===== src/rtl/spi_core_pkg.sv =====
package spi_core_pkg;
  localparam int SEL_W = 4;

  // Active-low select field for a device index.
  function automatic logic [SEL_W-1:0] sel_encode(input logic [SEL_W-1:0] idx,
                                                  input logic decoded,
                                                  input logic active);
    logic [SEL_W-1:0] f;
    f = '1;
    if (active) begin
      if (decoded) f = idx;
      else if (idx < SEL_W'(SEL_W)) f = ~(SEL_W'(1) << idx);
    end
    return f;
  endfunction

  // Refill request: occupancy strictly under the threshold.
  function automatic logic below_mark(input logic [15:0] level, input logic [15:0] mark);
    return level < mark;
  endfunction
endpackage


===== src/rtl/byte_fifo.sv =====
module byte_fifo #(
  parameter int DW    = 8,
  parameter int DEPTH = 128,
  localparam int AW = $clog2(DEPTH),
  localparam int CW = $clog2(DEPTH + 1)
) (
  input  logic          clk,
  input  logic          rst_n,
  input  logic          push,
  input  logic [DW-1:0] wdata,
  input  logic          pop,
  output logic [DW-1:0] rdata,
  output logic [CW-1:0] level
);
  logic [DW-1:0] mem [DEPTH];
  logic [AW-1:0] wr_ptr, rd_ptr;
  logic          full, empty, do_push, do_pop;

  function automatic logic [AW-1:0] bump(input logic [AW-1:0] p);
    return (p == AW'(DEPTH - 1)) ? '0 : p + 1'b1;
  endfunction

  assign full    = (level == CW'(DEPTH));
  assign empty   = (level == '0);
  assign do_push = push && !full;
  assign do_pop  = pop && !empty;
  assign rdata   = empty ? '0 : mem[rd_ptr];

  always_ff @(posedge clk) begin
    if (do_push) mem[wr_ptr] <= wdata;
  end

  always_ff @(posedge clk or negedge rst_n) begin
    if (!rst_n) begin
      wr_ptr <= '0;
      rd_ptr <= '0;
      level  <= '0;
    end else begin
      if (do_push) wr_ptr <= bump(wr_ptr);
      if (do_pop)  rd_ptr <= bump(rd_ptr);
      case ({do_push, do_pop})
        2'b10:   level <= level + 1'b1;
        2'b01:   level <= level - 1'b1;
        default: level <= level;
      endcase
    end
  end
endmodule


===== src/rtl/shift_engine.sv =====
module shift_engine #(
  parameter int DW = 8,
  localparam int NW = $clog2(DW)
) (
  input  logic          clk,
  input  logic          rst_n,
  input  logic          enable,
  input  logic          fault_in,
  input  logic          manual_start_en,
  input  logic          start_pulse,
  input  logic          tick,
  input  logic          miso,
  input  logic          tx_avail,
  input  logic          rx_room,
  input  logic [DW-1:0] tx_word,
  output logic          busy,
  output logic          mosi,
  output logic          load,
  output logic          done,
  output logic [DW-1:0] rx_word,
  output logic          fault,
  output logic          armed
);
  logic [DW-1:0] shreg;
  logic [NW-1:0] bit_cnt;
  logic          step, last;

  assign load    = enable && !fault && !fault_in && !busy && tx_avail && rx_room &&
                   (!manual_start_en || armed);
  assign step    = enable && busy && tick && !fault_in;
  assign last    = (bit_cnt == NW'(DW - 1));
  assign done    = step && last;
  assign rx_word = {shreg[DW-2:0], miso};
  assign mosi    = busy ? shreg[DW-1] : 1'b0;

  always_ff @(posedge clk or negedge rst_n) begin
    if (!rst_n) begin
      busy    <= 1'b0;
      shreg   <= '0;
      bit_cnt <= '0;
      fault   <= 1'b0;
      armed   <= 1'b0;
    end else begin
      if (!enable)       fault <= 1'b0;
      else if (fault_in) fault <= 1'b1;

      if (start_pulse)            armed <= 1'b1;
      else if (!busy && !tx_avail) armed <= 1'b0;

      if (enable && fault_in) begin
        busy    <= 1'b0;
        bit_cnt <= '0;
      end else if (load) begin
        busy    <= 1'b1;
        shreg   <= tx_word;
        bit_cnt <= '0;
      end else if (step) begin
        shreg   <= rx_word;
        bit_cnt <= last ? '0 : bit_cnt + 1'b1;
        if (last) busy <= 1'b0;
      end
    end
  end
endmodule


===== src/rtl/sel_encoder.sv =====
module sel_encoder
  import spi_core_pkg::*;
(
  input  logic [SEL_W-1:0] sel,
  input  logic             decoded,
  input  logic             active,
  output logic [SEL_W-1:0] field_n
);
  assign field_n = sel_encode(sel, decoded, active);
endmodule


===== src/rtl/spi_xfer_core.sv =====
module spi_xfer_core
  import spi_core_pkg::*;
#(
  parameter int DW    = 8,
  parameter int DEPTH = 128,
  localparam int CW = $clog2(DEPTH + 1)
) (
  input  logic             clk,
  input  logic             rst_n,
  input  logic             enable,
  input  logic             manual_start_en,
  input  logic             start_pulse,
  input  logic             shift_tick,
  input  logic             tx_push,
  input  logic [DW-1:0]    tx_data,
  output logic             tx_full,
  output logic             tx_below_wm,
  input  logic [CW-1:0]    watermark,
  input  logic             rx_pop,
  output logic [DW-1:0]    rx_data,
  output logic             rx_not_empty,
  output logic             mosi,
  input  logic             miso,
  output logic             shift_busy,
  input  logic             fault_in,
  output logic             mode_fault,
  input  logic             manual_cs,
  input  logic             cs_assert,
  input  logic             decode_mode,
  input  logic [SEL_W-1:0] cs_sel,
  output logic [SEL_W-1:0] cs_n
);
  // Internal events brought out by name for the checker.
  logic          load_evt, done_evt, armed_st;
  logic [CW-1:0] tx_level, rx_level;
  logic [DW-1:0] tx_head, rx_word;

  byte_fifo #(.DW(DW), .DEPTH(DEPTH)) tx_q (
    .clk(clk), .rst_n(rst_n), .push(tx_push), .wdata(tx_data),
    .pop(load_evt), .rdata(tx_head), .level(tx_level));

  byte_fifo #(.DW(DW), .DEPTH(DEPTH)) rx_q (
    .clk(clk), .rst_n(rst_n), .push(done_evt), .wdata(rx_word),
    .pop(rx_pop), .rdata(rx_data), .level(rx_level));

  shift_engine #(.DW(DW)) eng (
    .clk(clk), .rst_n(rst_n), .enable(enable), .fault_in(fault_in),
    .manual_start_en(manual_start_en), .start_pulse(start_pulse),
    .tick(shift_tick), .miso(miso),
    .tx_avail(tx_level != '0), .rx_room(rx_level != CW'(DEPTH)),
    .tx_word(tx_head), .busy(shift_busy), .mosi(mosi), .load(load_evt),
    .done(done_evt), .rx_word(rx_word), .fault(mode_fault), .armed(armed_st));

  sel_encoder enc (
    .sel(cs_sel), .decoded(decode_mode),
    .active(manual_cs ? cs_assert : shift_busy), .field_n(cs_n));

  assign tx_full      = (tx_level == CW'(DEPTH));
  assign tx_below_wm  = below_mark(16'(tx_level), 16'(watermark));
  assign rx_not_empty = (rx_level != '0);
endmodule


===== config.mk =====
export PLATFORM = sky130hd
export DESIGN_NAME = spi_xfer_core
export DESIGN_NICKNAME = d
export VERILOG_FILES = /design/src/rtl/spi_core_pkg.sv /design/src/rtl/byte_fifo.sv /design/src/rtl/shift_engine.sv /design/src/rtl/sel_encoder.sv /design/src/rtl/spi_xfer_core.sv
export SDC_FILE = /design/constraint.sdc
export NUM_CORES = 2
export LEC_CHECK = 0
export ABC_AREA = 1
export CAP_MARGIN = 20
export CORE_MARGIN = 1
export CORE_UTILIZATION = 41
export CTS_CLUSTER_DIAMETER = 40
export DETAILED_ROUTE_END_ITERATION = 10
export SYNTH_ARGS = -nofsm -noshare
export SYNTH_HDL_FRONTEND = slang
export SYNTH_SLANG_ARGS = --single-unit

===== constraint.sdc =====
create_clock -name clk -period 3.2 [get_ports clk]
set_input_delay 0.64 -clock clk [delete_from_list [all_inputs] [get_ports clk]]
set_output_delay 0.64 -clock clk [all_outputs]
set_load 0.03 [all_outputs]

==> flow_metrics.tcl <==
set metrics [dict create \
    status "finished with violations" \
    failed_checks "setup timing" \
    syn_inst 7445 \
    clock_path_buffers 4 \
    wirelength_um 249000 \
    worstSetupPathType "reg -> out" \
    cp-end-kind "primary output" \
    ir_drop_v 0.00103 \
    crit_fanout 14 \
    die-area_sq_um 215000 \
    yosys.area.top_type "edfxtp_1" \
    cts_buffers 321 \
    yosys_most_used_dff "edfxtp_1" \
    grt_usage_pct 22.6 \
    fp-row-count 168 \
    worst_pin_slew_ns 0.965 \
    clock.fmax_ghz 0.245 \
    synthArstFlopShare_pct 2.75 \
    yosys_register_bits 2106 \
    hold_viol_final 0 \
    grt_pass1_wl_um 369000 \
    wire_per_inst_um 22.7 \
    port_buffers 50 \
    yosys.cell_count.top_type "edfxtp_1" \
    maxSlewViolCount 0 \
    utilization_pct 50.4 \
    synth_common_cells "edfxtp_1 (2,048), nand2_1 (1,643), nor2_1 (1,079), nand3_1 (685), o21ai_0 (555)" \
    cts-htree-levels 5 \
    die_x_um 463 \
    dpl_cell_area_sq_um 93800 \
    cp_data_required_time_ns 2.56 \
    cts-root-buf "clkbuf_16" \
    post-dp-hpwl_um 146000 \
    yosysTopAreaCellShare_pct 70.5 \
    antenna_found_initial 3 \
    drive_gt1_share_pct 15.3 \
    first_global_vias 58400 \
    syn-num-nets 7503 \
    pwr-share-comb_pct 29.8 \
    nNetsFinal 7998 \
    ant_nets 0 \
    drc_errors 0 \
    holdWs_ns 0.116 \
    die-height_um 463 \
    path_clk_slew_ns 0.06 \
    syn-cell-area_sq_um 87200 \
    tritoncts "built" \
    fin_crit_sh_pct 127 \
    p_int_uw 63500 \
    cts.sinks 2106 \
    finalWorstPathRequiredPeriod_ns 4.08 \
    slew_headroom_pct 35.7 \
    pre_cts_ws_ns -0.525 \
    area_growth_pct 21.6 \
    vias_per_cell 5.46 \
    netSwitchingFraction_pct 35.0 \
    ys_seq_area_share_pct 72.2 \
    dr.pass1.iters 6 \
    grt_max_degree 106 \
    cap_violations 0 \
    start_kind "flip-flop" \
    syn_area_per_cell_sq_um 11.7 \
    drt_iter0_markers 7104 \
    stdcell_count 11000 \
    pwr-share-seq_pct 34.6 \
    worst_slack_ns -0.879 \
    rsz0062_at_grt "true" \
    hold_class "in -> reg" \
    clock_skew_ns 0.0835 \
    synth_edf_count 2048 \
    clk_latency_ns 0.94 \
    critPathArrivalTime_ns 3.44 \
    routabilityCongestion 0.887 \
    start_util_pct 41.4 \
    p_per_area_nw_per_um2 921 \
    setup_violations 8 \
    core_sq_um 210000 \
    netlist_top_cells_area "edfxtp_1 (71%), nand2_1 (7.1%), nor2_1 (4.6%)" \
    synth_cell_type_count 45 \
    ys_warn_count 0 \
    dr_total_vias 59900 \
    p_leak_uw 0.0385 \
    post-place-cells 10400 \
    grt-ovfl-total 0 \
    io_pins 51 \
    switchingPower_uw 34200 \
    clockPowerShare_pct 35.5 \
    final_area_sq_um 106000 \
]
layer usage:
layer | part of all wire (%) | GRT usage [%] | up-vias
met3 | 7.5 | 3.75 | 482
met2 | 48 | 37.0 | 2624
met1 | 41 | 30.3 | 29600
met4 | 3.2 | 8.02 | 0
li1 | - | - | 27300
met5 | 0 | 0 | -
per-stage QoR:
step	setup TNS (ns)	power [uW]
2_1_floorplan	0	50000
3_3_place_gp	-97.08	61300
3_5_place_dp	-101.77	61500
4_1_cts	-7.03	97300
5_1_grt	-7.85	101000
6_report	-6.63	97700
cells by family (layout without fill, tap and decap cells):
group	after synthesis	after routing	synth area share [%]
xor gates and xnor gates	23	23	0.231
other	0	2	0
AOI/OAI and AO/OA	1088	1088	7.02
DFF	2106	2106	72.2
buffers and inverters	740	1472	4.11
and+or+nand+nor	3463	3463	16.1
adders and majority gates	25	25	0.367
final timing paths:
kind | from | to | slack (ns) | cells after the start
max | rx_q.rd_ptr[0] | rx_data[7] | -0.88 | 14
min | tx_data[7] | tx_q.mem[29][7] | 0.12 | 1
max reg2reg | rx_q.level[3] | tx_q.level[6] | 0.11 | 20
min reg2reg | eng.armed | eng.armed | 0.52 | 2
max in group asynchronous | rst_n | rx_q.level[1] | 2.01 | 3
min in group asynchronous | rst_n | rx_q.rd_ptr[3] | 0.44 | 2
area by class of cell:
cell class / count / area [sq um]
timing repair buffer: 620 / 6480
clock inverter: 205 / 2340
tap: 2805 / 3510
fill: 18100 / 104000
inverter: 292 / 1140
multi-input combinational: 4599 / 21300
sequential: 2106 / 63000
antenna: 2 / 5.00
clock buffer: 355 / 8300
sequential cells by signal (all words and copies together), names as in the netlist:
signal and cells:
tx_q.wr_ptr 7, eng.shreg 8, rx_q.wr_ptr 7, tx_q.mem 1024, eng.busy 1, eng.fault 1
tx_q.rd_ptr 7, rx_q.rd_ptr 7, rx_q.mem 1024, eng.armed 1, eng.bit_cnt 3, rx_q.level 8
tx_q.level 8
critical path, stage by stage (launching register included):
cell and delay [ns]:
dfrtp_4 0.55, inv_12 0.14, buf_12 0.19, buf_16 0.17, buf_6 0.15, o21ai_0 0.08, o22ai_1 0.21, nand2_1 0.15
nand3_2 0.14, a21oi_2 0.07, nand3_1 0.14, nand2_2 0.11, nor2_2 0.12, buf_4 0.15, buf_12 0.12
layout by cell type (no fill, tap or decap), types with 12 or more instances in the layout:
cell,instances
a21boi_0,33
a21oi_1,126
a21oi_2,13
buf_12,80
buf_16,22
buf_4,460
buf_6,12
bufinv_16,37
clkbuf_1,27
clkbuf_16,334
clkdlybuf4s50_1,29
clkinv_1,28
clkinv_2,35
clkinv_4,29
clkinvlp_4,30
dfrtp_1,44
dfrtp_4,12
edfxtp_1,2048
ha_1,18
inv_1,273
inv_6,37
inv_8,13
nand2_1,1630
nand2_2,12
nand3_1,658
nand3_2,26
nand4_1,16
nor2_1,1052
nor2_2,15
nor2_4,12
nor3_1,18
o211ai_1,140
o21ai_0,520
o21ai_1,91
o22ai_1,128
xor2_1,18
repair_timing:
| action | in CTS | in global routing |
|---|---|---|
| endpoints found under the hold margin | 47 | 0 |
| gates cloned | 13 | 7 |
| pin swaps | 36 | 48 |
| endpoints found under the setup margin | 15 | 18 |
| buffers inserted | 15 | 10 |
| hold buffers | 1 | 0 |
| resized for setup | 145 | 85 |
power groups by stage:
| stage | combinational [uW] | sequential, uW | clock (uW) |
|---|---|---|---|
| 2_1_floorplan | 15700 | 34300 | 0 |
| 3_3_place_gp | 27000 | 34300 | 0 |
| 3_5_place_dp | 27100 | 34400 | 0 |
| 4_1_cts | 28300 | 33800 | 35100 |
| 5_1_grt | 31300 | 33900 | 36200 |
| 6_report | 29200 | 33800 | 34700 |
Note: power is estimated with default switching activity, not from simulation.
